[src/rtl/pwm_slice_pkg.sv]
package pwm_slice_pkg;

    typedef enum logic [1:0] {
        DM_FREE  = 2'd0,
        DM_LEVEL = 2'd1,
        DM_RISE  = 2'd2,
        DM_FALL  = 2'd3
    } div_mode_e;

    // packed MSB first: irq_en is bit 6, run is bit 0
    typedef struct packed {
        logic      irq_en;
        div_mode_e mode;
        logic      inv_b;
        logic      inv_a;
        logic      phase;
        logic      run;
    } ctrl_t;

    localparam int unsigned A_CTRL = 0;
    localparam int unsigned A_DIV  = 1;
    localparam int unsigned A_CMP  = 2;
    localparam int unsigned A_TOP  = 3;
    localparam int unsigned A_IRQ  = 4;
    localparam int unsigned A_CNT  = 5;

endpackage

[src/rtl/pwm_regs.sv]
module pwm_regs
    import pwm_slice_pkg::*;
#(
    parameter int CNT_W  = 16,
    parameter int DIV_W  = 12,
    parameter int FRAC_W = 4,
    parameter int ADDR_W = 3,
    parameter int DATA_W = 32
) (
    input  logic              clk,
    input  logic              rst_n,
    input  logic              cfg_we,
    input  logic [ADDR_W-1:0] cfg_addr,
    input  logic [DATA_W-1:0] cfg_wdata,
    output ctrl_t             ctrl,
    output logic [DIV_W-1:0]  div_val,
    output logic [CNT_W-1:0]  cmp_a_sh,
    output logic [CNT_W-1:0]  cmp_b_sh,
    output logic [CNT_W-1:0]  top_sh,
    output logic              cnt_wr,
    output logic [CNT_W-1:0]  cnt_wval,
    output logic              irq_clr
);
    localparam int CTRL_W = $bits(ctrl_t);
    localparam logic [DIV_W-1:0] DIV_RST = DIV_W'(1) << FRAC_W;

    typedef struct packed {
        ctrl_t            ctrl;
        logic [DIV_W-1:0] div;
        logic [CNT_W-1:0] cmp_a;
        logic [CNT_W-1:0] cmp_b;
        logic [CNT_W-1:0] top;
    } regs_t;

    regs_t r_d, r_q;

    always_comb begin
        r_d      = r_q;
        cnt_wr   = 1'b0;
        irq_clr  = 1'b0;
        cnt_wval = cfg_wdata[CNT_W-1:0];
        if (cfg_we) begin
            case (cfg_addr)
                ADDR_W'(A_CTRL): r_d.ctrl = ctrl_t'(cfg_wdata[CTRL_W-1:0]);
                ADDR_W'(A_DIV):  r_d.div  = cfg_wdata[DIV_W-1:0];
                ADDR_W'(A_CMP): begin
                    r_d.cmp_a = cfg_wdata[CNT_W-1:0];
                    r_d.cmp_b = cfg_wdata[2*CNT_W-1:CNT_W];
                end
                ADDR_W'(A_TOP):  r_d.top  = cfg_wdata[CNT_W-1:0];
                ADDR_W'(A_IRQ):  irq_clr  = cfg_wdata[0];
                ADDR_W'(A_CNT):  cnt_wr   = 1'b1;
                default: ;
            endcase
        end
    end

    always_ff @(posedge clk or negedge rst_n) begin
        if (!rst_n) begin
            r_q.ctrl  <= '0;
            r_q.div   <= DIV_RST;
            r_q.cmp_a <= '0;
            r_q.cmp_b <= '0;
            r_q.top   <= '1;
        end else begin
            r_q <= r_d;
        end
    end

    assign ctrl     = r_q.ctrl;
    assign div_val  = r_q.div;
    assign cmp_a_sh = r_q.cmp_a;
    assign cmp_b_sh = r_q.cmp_b;
    assign top_sh   = r_q.top;

endmodule

[src/rtl/pwm_rate_gen.sv]
module pwm_rate_gen
    import pwm_slice_pkg::*;
#(
    parameter int DIV_W  = 12,
    parameter int FRAC_W = 4,
    parameter int SYNC_N = 2
) (
    input  logic             clk,
    input  logic             rst_n,
    input  logic             run,
    input  div_mode_e        mode,
    input  logic [DIV_W-1:0] div_val,
    input  logic             pin_b,
    input  logic             acc_clr,
    input  logic             adv,
    input  logic             ret,
    output logic             step
);
    localparam int ACC_W = DIV_W + 1;
    localparam int SH_W  = SYNC_N + 1;
    localparam logic [DIV_W-1:0] ONE = DIV_W'(1) << FRAC_W;

    typedef struct packed {
        logic [SH_W-1:0]  sync;
        logic [ACC_W-1:0] acc;
    } rg_t;

    rg_t st_d, st_q;

    logic             pin_now, pin_old, evt, pulse;
    logic [DIV_W-1:0] div_eff;
    logic [ACC_W-1:0] acc_sum;

    always_comb begin
        st_d      = st_q;
        st_d.sync = {st_q.sync[SH_W-2:0], pin_b};
        pin_now   = st_q.sync[SYNC_N-1];
        pin_old   = st_q.sync[SYNC_N];
        case (mode)
            DM_FREE:  evt = 1'b1;
            DM_LEVEL: evt = pin_now;
            DM_RISE:  evt = pin_now & ~pin_old;
            DM_FALL:  evt = ~pin_now & pin_old;
            default:  evt = 1'b0;
        endcase
        div_eff = (div_val < ONE) ? ONE : div_val;
        acc_sum = st_q.acc + ACC_W'(ONE);
        pulse   = 1'b0;
        if (run && evt) begin
            if (acc_sum >= {1'b0, div_eff}) begin
                pulse    = 1'b1;
                st_d.acc = acc_sum - {1'b0, div_eff};
            end else begin
                st_d.acc = acc_sum;
            end
        end
        if (acc_clr) st_d.acc = '0;
        step = run & ((pulse & ~ret) | adv);
    end

    always_ff @(posedge clk or negedge rst_n) begin
        if (!rst_n) st_q <= '0;
        else        st_q <= st_d;
    end

    // the divider only fires on an input event
    p_pulse_needs_event_r4: assert property (@(posedge clk) disable iff (!rst_n)
        pulse |-> (evt && run));
    // unity (or smaller) divisor passes every event
    p_unity_div_r4: assert property (@(posedge clk) disable iff (!rst_n)
        (run && evt && div_val <= ONE) |-> pulse);
    // no step leaves a stopped slice
    p_no_step_idle_r12: assert property (@(posedge clk) disable iff (!rst_n)
        !run |-> !step);

endmodule

[src/rtl/pwm_cnt_core.sv]
module pwm_cnt_core #(
    parameter int CNT_W = 16
) (
    input  logic             clk,
    input  logic             rst_n,
    input  logic             run,
    input  logic             phase,
    input  logic             step,
    input  logic             cnt_wr,
    input  logic [CNT_W-1:0] cnt_wval,
    input  logic [CNT_W-1:0] cmp_a_sh,
    input  logic [CNT_W-1:0] cmp_b_sh,
    input  logic [CNT_W-1:0] top_sh,
    input  logic             irq_clr,
    output logic [CNT_W-1:0] cnt,
    output logic [CNT_W-1:0] cmp_a,
    output logic [CNT_W-1:0] cmp_b,
    output logic             flag
);
    localparam logic [CNT_W-1:0] ONE = CNT_W'(1);

    typedef struct packed {
        logic [CNT_W-1:0] cnt;
        logic             down;
        logic [CNT_W-1:0] cmp_a;
        logic [CNT_W-1:0] cmp_b;
        logic [CNT_W-1:0] top;
        logic             flag;
    } core_t;

    core_t st_d, st_q;
    logic  wrap_evt;

    always_comb begin
        st_d     = st_q;
        wrap_evt = 1'b0;
        if (cnt_wr) begin
            st_d.cnt  = cnt_wval;
            st_d.down = 1'b0;
        end else if (step) begin
            if (!phase) begin
                st_d.down = 1'b0;
                if (st_q.cnt >= st_q.top) begin
                    st_d.cnt = '0;
                    wrap_evt = 1'b1;
                end else begin
                    st_d.cnt = st_q.cnt + ONE;
                end
            end else if (!st_q.down) begin
                if (st_q.cnt >= st_q.top) begin
                    if (st_q.top == '0) begin
                        st_d.cnt = '0;
                        wrap_evt = 1'b1;
                    end else begin
                        st_d.cnt  = st_q.cnt - ONE;
                        st_d.down = 1'b1;
                    end
                end else begin
                    st_d.cnt = st_q.cnt + ONE;
                end
            end else begin
                if (st_q.cnt <= ONE) begin
                    st_d.cnt  = '0;
                    st_d.down = 1'b0;
                    wrap_evt  = 1'b1;
                end else begin
                    st_d.cnt = st_q.cnt - ONE;
                end
            end
        end
        if (wrap_evt || !run) begin
            st_d.cmp_a = cmp_a_sh;
            st_d.cmp_b = cmp_b_sh;
            st_d.top   = top_sh;
        end
        if (wrap_evt)     st_d.flag = 1'b1;
        else if (irq_clr) st_d.flag = 1'b0;
    end

    always_ff @(posedge clk or negedge rst_n) begin
        if (!rst_n) begin
            st_q.cnt   <= '0;
            st_q.down  <= 1'b0;
            st_q.cmp_a <= '0;
            st_q.cmp_b <= '0;
            st_q.top   <= '1;
            st_q.flag  <= 1'b0;
        end else begin
            st_q <= st_d;
        end
    end

    assign cnt   = st_q.cnt;
    assign cmp_a = st_q.cmp_a;
    assign cmp_b = st_q.cmp_b;
    assign flag  = st_q.flag;

    // sawtooth step at the limit lands on zero
    p_wrap_zero_r2: assert property (@(posedge clk) disable iff (!rst_n)
        (step && !cnt_wr && !phase && st_q.cnt >= st_q.top) |=> (st_q.cnt == '0));
    // phase-correct step at a nonzero limit turns downward
    p_pc_bounce_r3: assert property (@(posedge clk) disable iff (!rst_n)
        (step && !cnt_wr && phase && !st_q.down && st_q.cnt == st_q.top && st_q.top != '0)
        |=> (st_q.cnt == $past(st_q.cnt) - ONE));
    // no movement without a step or a load
    p_idle_hold_r12: assert property (@(posedge clk) disable iff (!rst_n)
        (!step && !cnt_wr) |=> $stable(st_q.cnt));
    // flag holds until cleared
    p_flag_sticky_r9: assert property (@(posedge clk) disable iff (!rst_n)
        (st_q.flag && !irq_clr) |=> st_q.flag);
    // active levels frozen between boundaries while running
    p_buf_hold_r7: assert property (@(posedge clk) disable iff (!rst_n)
        (run && !wrap_evt) |=> ($stable(st_q.cmp_a) && $stable(st_q.cmp_b) && $stable(st_q.top)));

endmodule

[src/rtl/pwm_out_stage.sv]
module pwm_out_stage #(
    parameter int CNT_W = 16,
    parameter int NCH   = 2
) (
    input  logic [CNT_W-1:0]           cnt,
    input  logic [NCH-1:0][CNT_W-1:0]  cmp,
    input  logic [NCH-1:0]             inv,
    output logic [NCH-1:0]             wave
);
    for (genvar ch = 0; ch < NCH; ch++) begin : g_ch
        logic below;
        assign below    = (cnt < cmp[ch]);
        assign wave[ch] = below ^ inv[ch];
    end
endmodule

[src/rtl/pwm_slice.sv]
module pwm_slice
    import pwm_slice_pkg::*;
#(
    parameter int CNT_W   = 16,
    parameter int INT_W   = 8,
    parameter int FRAC_W  = 4,
    parameter int ADDR_W  = 3,
    parameter int DATA_W  = 32,
    parameter int SYNC_N  = 2
) (
    input  logic              clk,
    input  logic              rst_n,
    input  logic              cfg_we,
    input  logic [ADDR_W-1:0] cfg_addr,
    input  logic [DATA_W-1:0] cfg_wdata,
    input  logic              pin_b,
    input  logic              phase_adv,
    input  logic              phase_ret,
    output logic              out_a,
    output logic              out_b,
    output logic              irq,
    output logic [CNT_W-1:0]  count
);
    localparam int DIV_W = INT_W + FRAC_W;
    localparam int NCH   = 2;

    ctrl_t            ctrl;
    logic [DIV_W-1:0] div_val;
    logic [CNT_W-1:0] cmp_a_sh, cmp_b_sh, top_sh, cnt_wval;
    logic [CNT_W-1:0] cmp_a_act, cmp_b_act;
    logic             cnt_wr, irq_clr, step, flag;
    logic [NCH-1:0]   wave;

    pwm_regs #(
        .CNT_W(CNT_W), .DIV_W(DIV_W), .FRAC_W(FRAC_W),
        .ADDR_W(ADDR_W), .DATA_W(DATA_W)
    ) u_regs (
        .clk(clk), .rst_n(rst_n), .cfg_we(cfg_we), .cfg_addr(cfg_addr),
        .cfg_wdata(cfg_wdata), .ctrl(ctrl), .div_val(div_val),
        .cmp_a_sh(cmp_a_sh), .cmp_b_sh(cmp_b_sh), .top_sh(top_sh),
        .cnt_wr(cnt_wr), .cnt_wval(cnt_wval), .irq_clr(irq_clr)
    );

    pwm_rate_gen #(
        .DIV_W(DIV_W), .FRAC_W(FRAC_W), .SYNC_N(SYNC_N)
    ) u_rate (
        .clk(clk), .rst_n(rst_n), .run(ctrl.run), .mode(ctrl.mode),
        .div_val(div_val), .pin_b(pin_b), .acc_clr(cnt_wr),
        .adv(phase_adv), .ret(phase_ret), .step(step)
    );

    pwm_cnt_core #(.CNT_W(CNT_W)) u_core (
        .clk(clk), .rst_n(rst_n), .run(ctrl.run), .phase(ctrl.phase),
        .step(step), .cnt_wr(cnt_wr), .cnt_wval(cnt_wval),
        .cmp_a_sh(cmp_a_sh), .cmp_b_sh(cmp_b_sh), .top_sh(top_sh),
        .irq_clr(irq_clr), .cnt(count), .cmp_a(cmp_a_act),
        .cmp_b(cmp_b_act), .flag(flag)
    );

    pwm_out_stage #(.CNT_W(CNT_W), .NCH(NCH)) u_out (
        .cnt(count),
        .cmp({cmp_b_act, cmp_a_act}),
        .inv({ctrl.inv_b, ctrl.inv_a}),
        .wave(wave)
    );

    assign out_a = wave[0];
    assign out_b = wave[1];
    assign irq   = flag & ctrl.irq_en;

    // the interrupt never rises without its enable
    p_irq_gated_r8: assert property (@(posedge clk) disable iff (!rst_n)
        irq |-> ctrl.irq_en);

endmodule

[config.mk]
export PLATFORM = sky130hd
export DESIGN_NAME = pwm_slice
export DESIGN_NICKNAME = d
export VERILOG_FILES = /design/src/rtl/pwm_slice_pkg.sv /design/src/rtl/pwm_regs.sv /design/src/rtl/pwm_rate_gen.sv /design/src/rtl/pwm_cnt_core.sv /design/src/rtl/pwm_out_stage.sv /design/src/rtl/pwm_slice.sv
export SDC_FILE = /design/constraint.sdc
export NUM_CORES = 1
export LEC_CHECK = 0
export BUFFER_PORTS_ARGS = -buffer_cell sky130_fd_sc_hd__buf_2
export CAP_MARGIN = 20
export CORE_UTILIZATION = 62
export CTS_CLUSTER_DIAMETER = 120
export CTS_CLUSTER_SIZE = 25
export DETAILED_ROUTE_END_ITERATION = 6
export PLACE_DENSITY_LB_ADDON = 0.1
export SYNTH_ARGS = -nofsm -noshare
export SYNTH_HDL_FRONTEND = slang
export SYNTH_SLANG_ARGS = --single-unit
[constraint.sdc]
create_clock -name clk -period 3.8 [get_ports clk]
set_clock_uncertainty 0.15 [all_clocks]
set_input_delay 0.38 -clock clk [delete_from_list [all_inputs] [get_ports clk]]
set_output_delay 0.38 -clock clk [all_outputs]
set_load 0.1 [all_outputs]
Yosys cells after proc, flatten, opt, wreduce, memory -nomap -nowiden
Index checks and enable logic that the tools add are counted.
Operators by class
  bitwise operators: 11
  equality and inequality tests: 8
  add/sub/neg operators: 4
  multiplexer cells: 32
  order comparisons: 6
  reduce and logical (&&, ||, !) cells: 13
Operators with widths (count)
  17-bit two-way mux: 4
  16-bit two-way mux: 4
  13-bit two-way mux: 3
  16-bit less-than comparator: 2
  1-bit two-way mux: 19
  16-bit by 1-bit adder with 16-bit output, second input constant: 1
  16-bit >= comparator: 1
  16-bit by 1-bit <= comparator with 1-bit output, second input constant: 1
  16-bit zero test: 1
  16-bit by 1-bit subtractor with 16-bit output, second input constant: 1
  13-bit by 5-bit adder with 13-bit output, second input constant: 1
  13-bit by 12-bit >= comparator with 1-bit output: 1
  13-bit by 12-bit subtractor with 13-bit output: 1
  12-bit by 5-bit less-than comparator with 1-bit output, second input constant: 1
  12-bit two-way mux: 1
  2-bit AND reduction: 4
  3-bit by 2-bit equality test with 1-bit output, second input constant: 2
  3-bit equality test, second input constant: 2
  2-bit nonzero test: 3
  1-bit bitwise AND: 5
  2-bit equality test, second input constant: 2
  1-bit case mux with 4 select lines: 1
  3-bit by 1-bit equality test with 1-bit output, second input constant: 1
  3-bit zero test: 1
  other kinds (8): 11
Storage, ports and cells
  flip-flop bits (word level): 149
  output and inout port bits: 19
  input bits: 41

Logic depth before layout (Yosys ltp)
  depth in word-level cells: 11
  depth in mapped cells: 15

By module
A second synthesis with hierarchy kept.
Second synthesis, totals
  cells, all modules: 896
  area total of the unflattened synthesis: 9609.2 µm²
By module, submodules not included
  pwm_cnt_core: area each 4296.6 µm², seq. area each 1671.6 µm², cells an instance 424, instances 1
  pwm_regs: area each 2856.5 µm², seq. area each 1697.9 µm², cells an instance 163, instances 1
  pwm_rate_gen: area each 1639.1 µm², seq. area each 400.4 µm², cells an instance 201, instances 1
  pwm_out_stage: area each 810.8 µm², seq. area each 0.0 µm², cells an instance 107, instances 1
  pwm_slice: area each 6.3 µm², seq. area each 0.0 µm², cells an instance 1, instances 1

Worst setup path before layout
OpenSTA, ideal clock, no wires.
  path type: register -> output
  start point: register, netlist name u_core.cnt[1]
  end point: output port out_a
  path slack: -1.892 ns
  arrival: 5.162 ns
  buffers on the path: 0
  stages on the path, launching flop included: 8
  cell sequence: dfrtp_1 ha_1 a21o_1 a21o_1 a211oi_1 nor4b_1 or2_2 o311ai_0
On the way
  longest elaborated chain between the ends: 2
RTL lines
  16-bit less-than comparator: RTL line pwm_out_stage.sv:12  | assign below = (cnt < cmp[ch]);
  1-bit bitwise XOR: RTL line pwm_out_stage.sv:13  | assign wave[ch] = below ^ inv[ch];
  end, declared: RTL line pwm_slice.sv:19  | output logic out_a,
No other way between the ends.

Final worst setup path
  start point: register u_rate.st_q[6] (netlist bit)
  end point: register, netlist name u_core.cmp_a[13]
On the way
  longest elaborated chain between the ends: 10
RTL lines
  start, declared: RTL line pwm_rate_gen.sv:28  | rg_t st_d, st_q;
  start signal, assigned: RTL line pwm_rate_gen.sv:63  | else st_q <= st_d;
  13-bit by 5-bit adder with 13-bit output: RTL line pwm_rate_gen.sv:47  | acc_sum = st_q.acc + ACC_W'(ONE);
  13-bit by 12-bit >= comparator with 1-bit output: RTL line pwm_rate_gen.sv:50  | if (acc_sum >= {1'b0, div_eff}) begin
  1-bit two-way mux: RTL line pwm_rate_gen.sv:50
  1-bit two-way mux: RTL line pwm_rate_gen.sv:49  | if (run && evt) begin
  1-bit bitwise AND: RTL line pwm_rate_gen.sv:58  | step = run & ((pulse & ~ret) | adv);
  1-bit OR: RTL line pwm_rate_gen.sv:58
  1-bit bitwise AND: RTL line pwm_rate_gen.sv:58
  1-bit two-way mux: RTL line pwm_cnt_core.sv:40  | end else if (step) begin
  1-bit two-way mux: RTL line pwm_cnt_core.sv:37  | if (cnt_wr) begin
  1-bit logical OR: RTL line pwm_cnt_core.sv:71  | if (wrap_evt || !run) begin
No other way between the ends.
A chain may end at the register's enable or synchronous reset.

==> flow_metrics.py <==
metrics = {
    "status": {
        "status": "complete, no violations",
    },
    "yosys": {
        "synth_flop_cell": "dfrtp_1",
        "synth.most_common_cell": "dfrtp_1",
        "synth_cells": 1109,
        "syn_area_per_cell_um2": 9.11,
        "yosysSeqAreaShare": 0.373,
        "ys_ff_latch": 149,
        "synth_warnings": 0,
        "synth_edf_count": 0,
        "synthTopCellsByArea": "dfrtp_1, dfstp_2, ha_1",
        "synth_largest_area_cell": "dfrtp_1",
        "synthesis.nets": 1213,
        "synth_cell_types": 78,
        "synth-async-reset-ratio": 1.00,
        "synth_top_area_share": 0.287,
        "syn-cell-area_mm2": 0.0101,
        "yosys-top-cells-count": "dfrtp_1, nand2_1, inv_1",
    },
    "sta": {
        "slew_headroom": 0.341,
        "timing.fmax_mhz": 271,
        "grt_setup_unrepaired": "true",
        "maxSlewViolCount": 0,
        "tightest_slew_ps": 986,
        "min_period_ps": 3690,
        "layout_worst_path_cycle_share": 0.970,
        "hold_viol": 0,
        "hold_slack_ps": 20.2,
        "setup_violations": 0,
    },
    "worst_setup_path": {
        "worstSetupPathType": "flop to flop",
        "start_kind": "flop",
        "cp_max_fo": 15,
        "reg2reg_to": "u_core.cmp_a[13]",
        "crit_arrival_ps": 3900,
        "timing.rr.start": "u_rate.st_q[6]",
        "required_ps": 4020,
        "timing.reg2reg.setup_slack_ps": 110,
        "ff2ff_path_depth": 11,
        "cp-end-kind": "flop",
    },
    "drt": {
        "routedWlPerCell_um": 20.6,
        "routed_via_density": 6.54,
        "detail-route-antenna-nets": 0,
        "drt-initial-drc-count": 673,
        "dr_total_vias": 8936,
        "drc": 0,
        "drtPass1Iterations": 5,
        "wl_mm": 28.1,
    },
    "global_route": {
        "grt_pass1_wl_mm": 44.6,
        "grt_util_met3": 0.0652,
        "grt.overflow.total": 0,
        "grt_usage": 0.347,
        "grt_pass1_vias": 8320,
        "grt_use_met1": 0.478,
        "grt_max_degree": 86,
        "antenna_found_initial": 0,
        "grt_use_met2": 0.547,
        "busiest_layer": "met2",
    },
    "clocking": {
        "cts_sinks": 149,
        "post_cts_buffers": 0,
        "cts_tree": "yes",
        "cts_inserted_buffers": 17,
        "clock-root-buffer": "clkbuf_16",
        "clk_pin_slew_worst_paths_ps": 70,
        "cts_max_level": 4,
        "clk_latency_ps": 430,
        "cts_buffer_depth": 2,
    },
    "power": {
        "power.static_leakage_nw": 4.94,
        "ir_drop_v": 0.000794,
        "p_per_area_mw_per_mm2": 953,
        "clkPwrFrac": 0.170,
        "p_seq_frac": 0.272,
        "fin_total_pwr_mw": 10.8,
        "comb_power_share": 0.558,
        "switching_share": 0.480,
        "internal_power_mw": 5.60,
        "net-switching-power_mw": 5.16,
    },
    "layout": {
        "fin_nets": 1242,
        "fillers": 1225,
        "multi_input_area_mm2": 0.00570,
        "ff_latch_area_mm2": 0.00377,
        "drive_gt1_frac": 0.220,
        "area_growth_pct": 11.8,
        "n_antenna_cell": 0,
    },
    "worst_hold_path": {
        "hold_path.class": "input port to flop",
        "min_to": "u_regs.cmp_b_sh[13]",
        "hold_path_depth": 2,
        "hp-start": "cfg_wdata[29]",
    },
    "floorplan": {
        "core_mm2": 0.0159,
        "pin_count": 60,
        "start_util": 0.636,
        "dieWidth_um": 130,
        "die_h_um": 130,
        "rows": 46,
        "design.die.area_mm2": 0.0168,
    },
    "place": {
        "port_buffers": 59,
        "place_congestion": 0.947,
        "dpl.hpwl_mm": 19.0,
    },
    "run": {
        "max_cap_violations": 0,
    },
}
-- worst max path at each step --
stage / startpoint / end / cells past startpoint
3_5_place_dp: u_rate.st_q[6] / u_core.cmp_a[13] / 12
5_1_grt: u_rate.st_q[4] / u_core.cnt[3] / 13
2_1_floorplan: u_core.cnt[1] / out_a / 7
6_report: u_rate.st_q[6] / u_core.cmp_a[13] / 11
4_1_cts: u_rate.st_q[6] / u_core.cmp_a[13] / 12
3_3_place_gp: u_rate.st_q[6] / u_core.cmp_b[1] / 12
-- power groups by stage --
stage	Sequential, mW	Clock, mW	Combinational (mW)
after floorplan	2.65	0	4.72
after global placement	2.90	0	5.67
after detailed placement	2.92	0	5.80
after CTS	2.90	1.85	5.86
after global routing	2.99	1.91	6.58
final	2.93	1.83	6.00
-- layer usage --
layer / wire length, um / vias up
li1: - / 4152
met4: 738 / 0
met2: 13100 / 359
met5: 0 / -
met1: 12100 / 4378
met3: 2150 / 47
-- worst max-delay path: stages (launching register included) --
cell and delay [ps]:
dfrtp_1 460, nand3_1 220, xnor2_1 190, ha_1 350
or2_2 300, and3_1 220, o41a_1 370, o21ai_4 400
a21boi_4 230, buf_4 260, or3_1 360, nand3_1 90
-- layout make-up --
| class | instances | share of cell area |
|---|---|---|
| clock buffers | 17 | 0.0377 |
| clock inverters | 15 | 0.0193 |
| inverters | 72 | 0.0239 |
| multi-input cells | 800 | 0.505 |
| flip-flops and latches | 149 | 0.334 |
| well taps | 216 | 0.0239 |
| repair buffers | 98 | 0.0564 |
-- cell families after synthesis --
family	Yosys count	share of synthesized area
AOI/OAI and AO/OA	285	0.204
xor gates and xnor gates	14	0.0121
adders and majority gates	63	0.0788
buffers and inverters	161	0.0700
DFF	149	0.373
muxes	64	0.0709
and+or+nand+nor	373	0.191
-- cells in the final DEF (no fill, tap or decap), drive strengths merged, types with 10 or more instances in the layout --
cell type	instances
a211oi	18
a21o	10
a21oi	25
a2bb2oi	47
a31oi	13
and2	12
buf	96
clkbuf	17
dfrtp	116
dfstp	33
ha	62
inv	77
mux2	60
nand2	93
nand3	69
nor2	48
nor3	25
nor4	16
o211ai	48
o21ai	61
o32ai	10
or3	54
-- flip-flops by register name (all words and copies together) (netlist names) --
name	cells
u_core.cmp_a	16
u_regs.div_val	12
u_rate.st_q	13
u_rate.pin_now	1
u_core.flag	1
u_regs.cmp_b_sh	16
u_rate.pin_old	1
u_rate.st_d	1
u_regs.top_sh	16
u_regs.cmp_a_sh	16
u_core.st_q	17
u_core.cnt	16
u_core.cmp_b	16
u_regs.ctrl	7
-- what timing repair did --
item,4_1_cts,5_1_grt
hold endpoints to repair,61,0
hold buffers,2,0
resized for setup,0,11
endpoints found under the setup margin,0,67
-- per-stage QoR --
stage / cells / util / cell area (um^2) / setup slack, ps / setup TNS, ps
floorplan: 1109 / - / 10100 / 218 / 0
global placement: 1332 / 0.666 / 10600 / 190 / 0
detailed placement: 1332 / 0.666 / 10600 / 56.1 / 0
CTS: 1366 / 0.707 / 11200 / 32.8 / 0
global route: 1367 / 0.711 / 11300 / -25.3 / -25.3
finish: 1367 / 0.711 / 11300 / 113 / 0
Note: power is estimated with default switching activity, not from simulation.
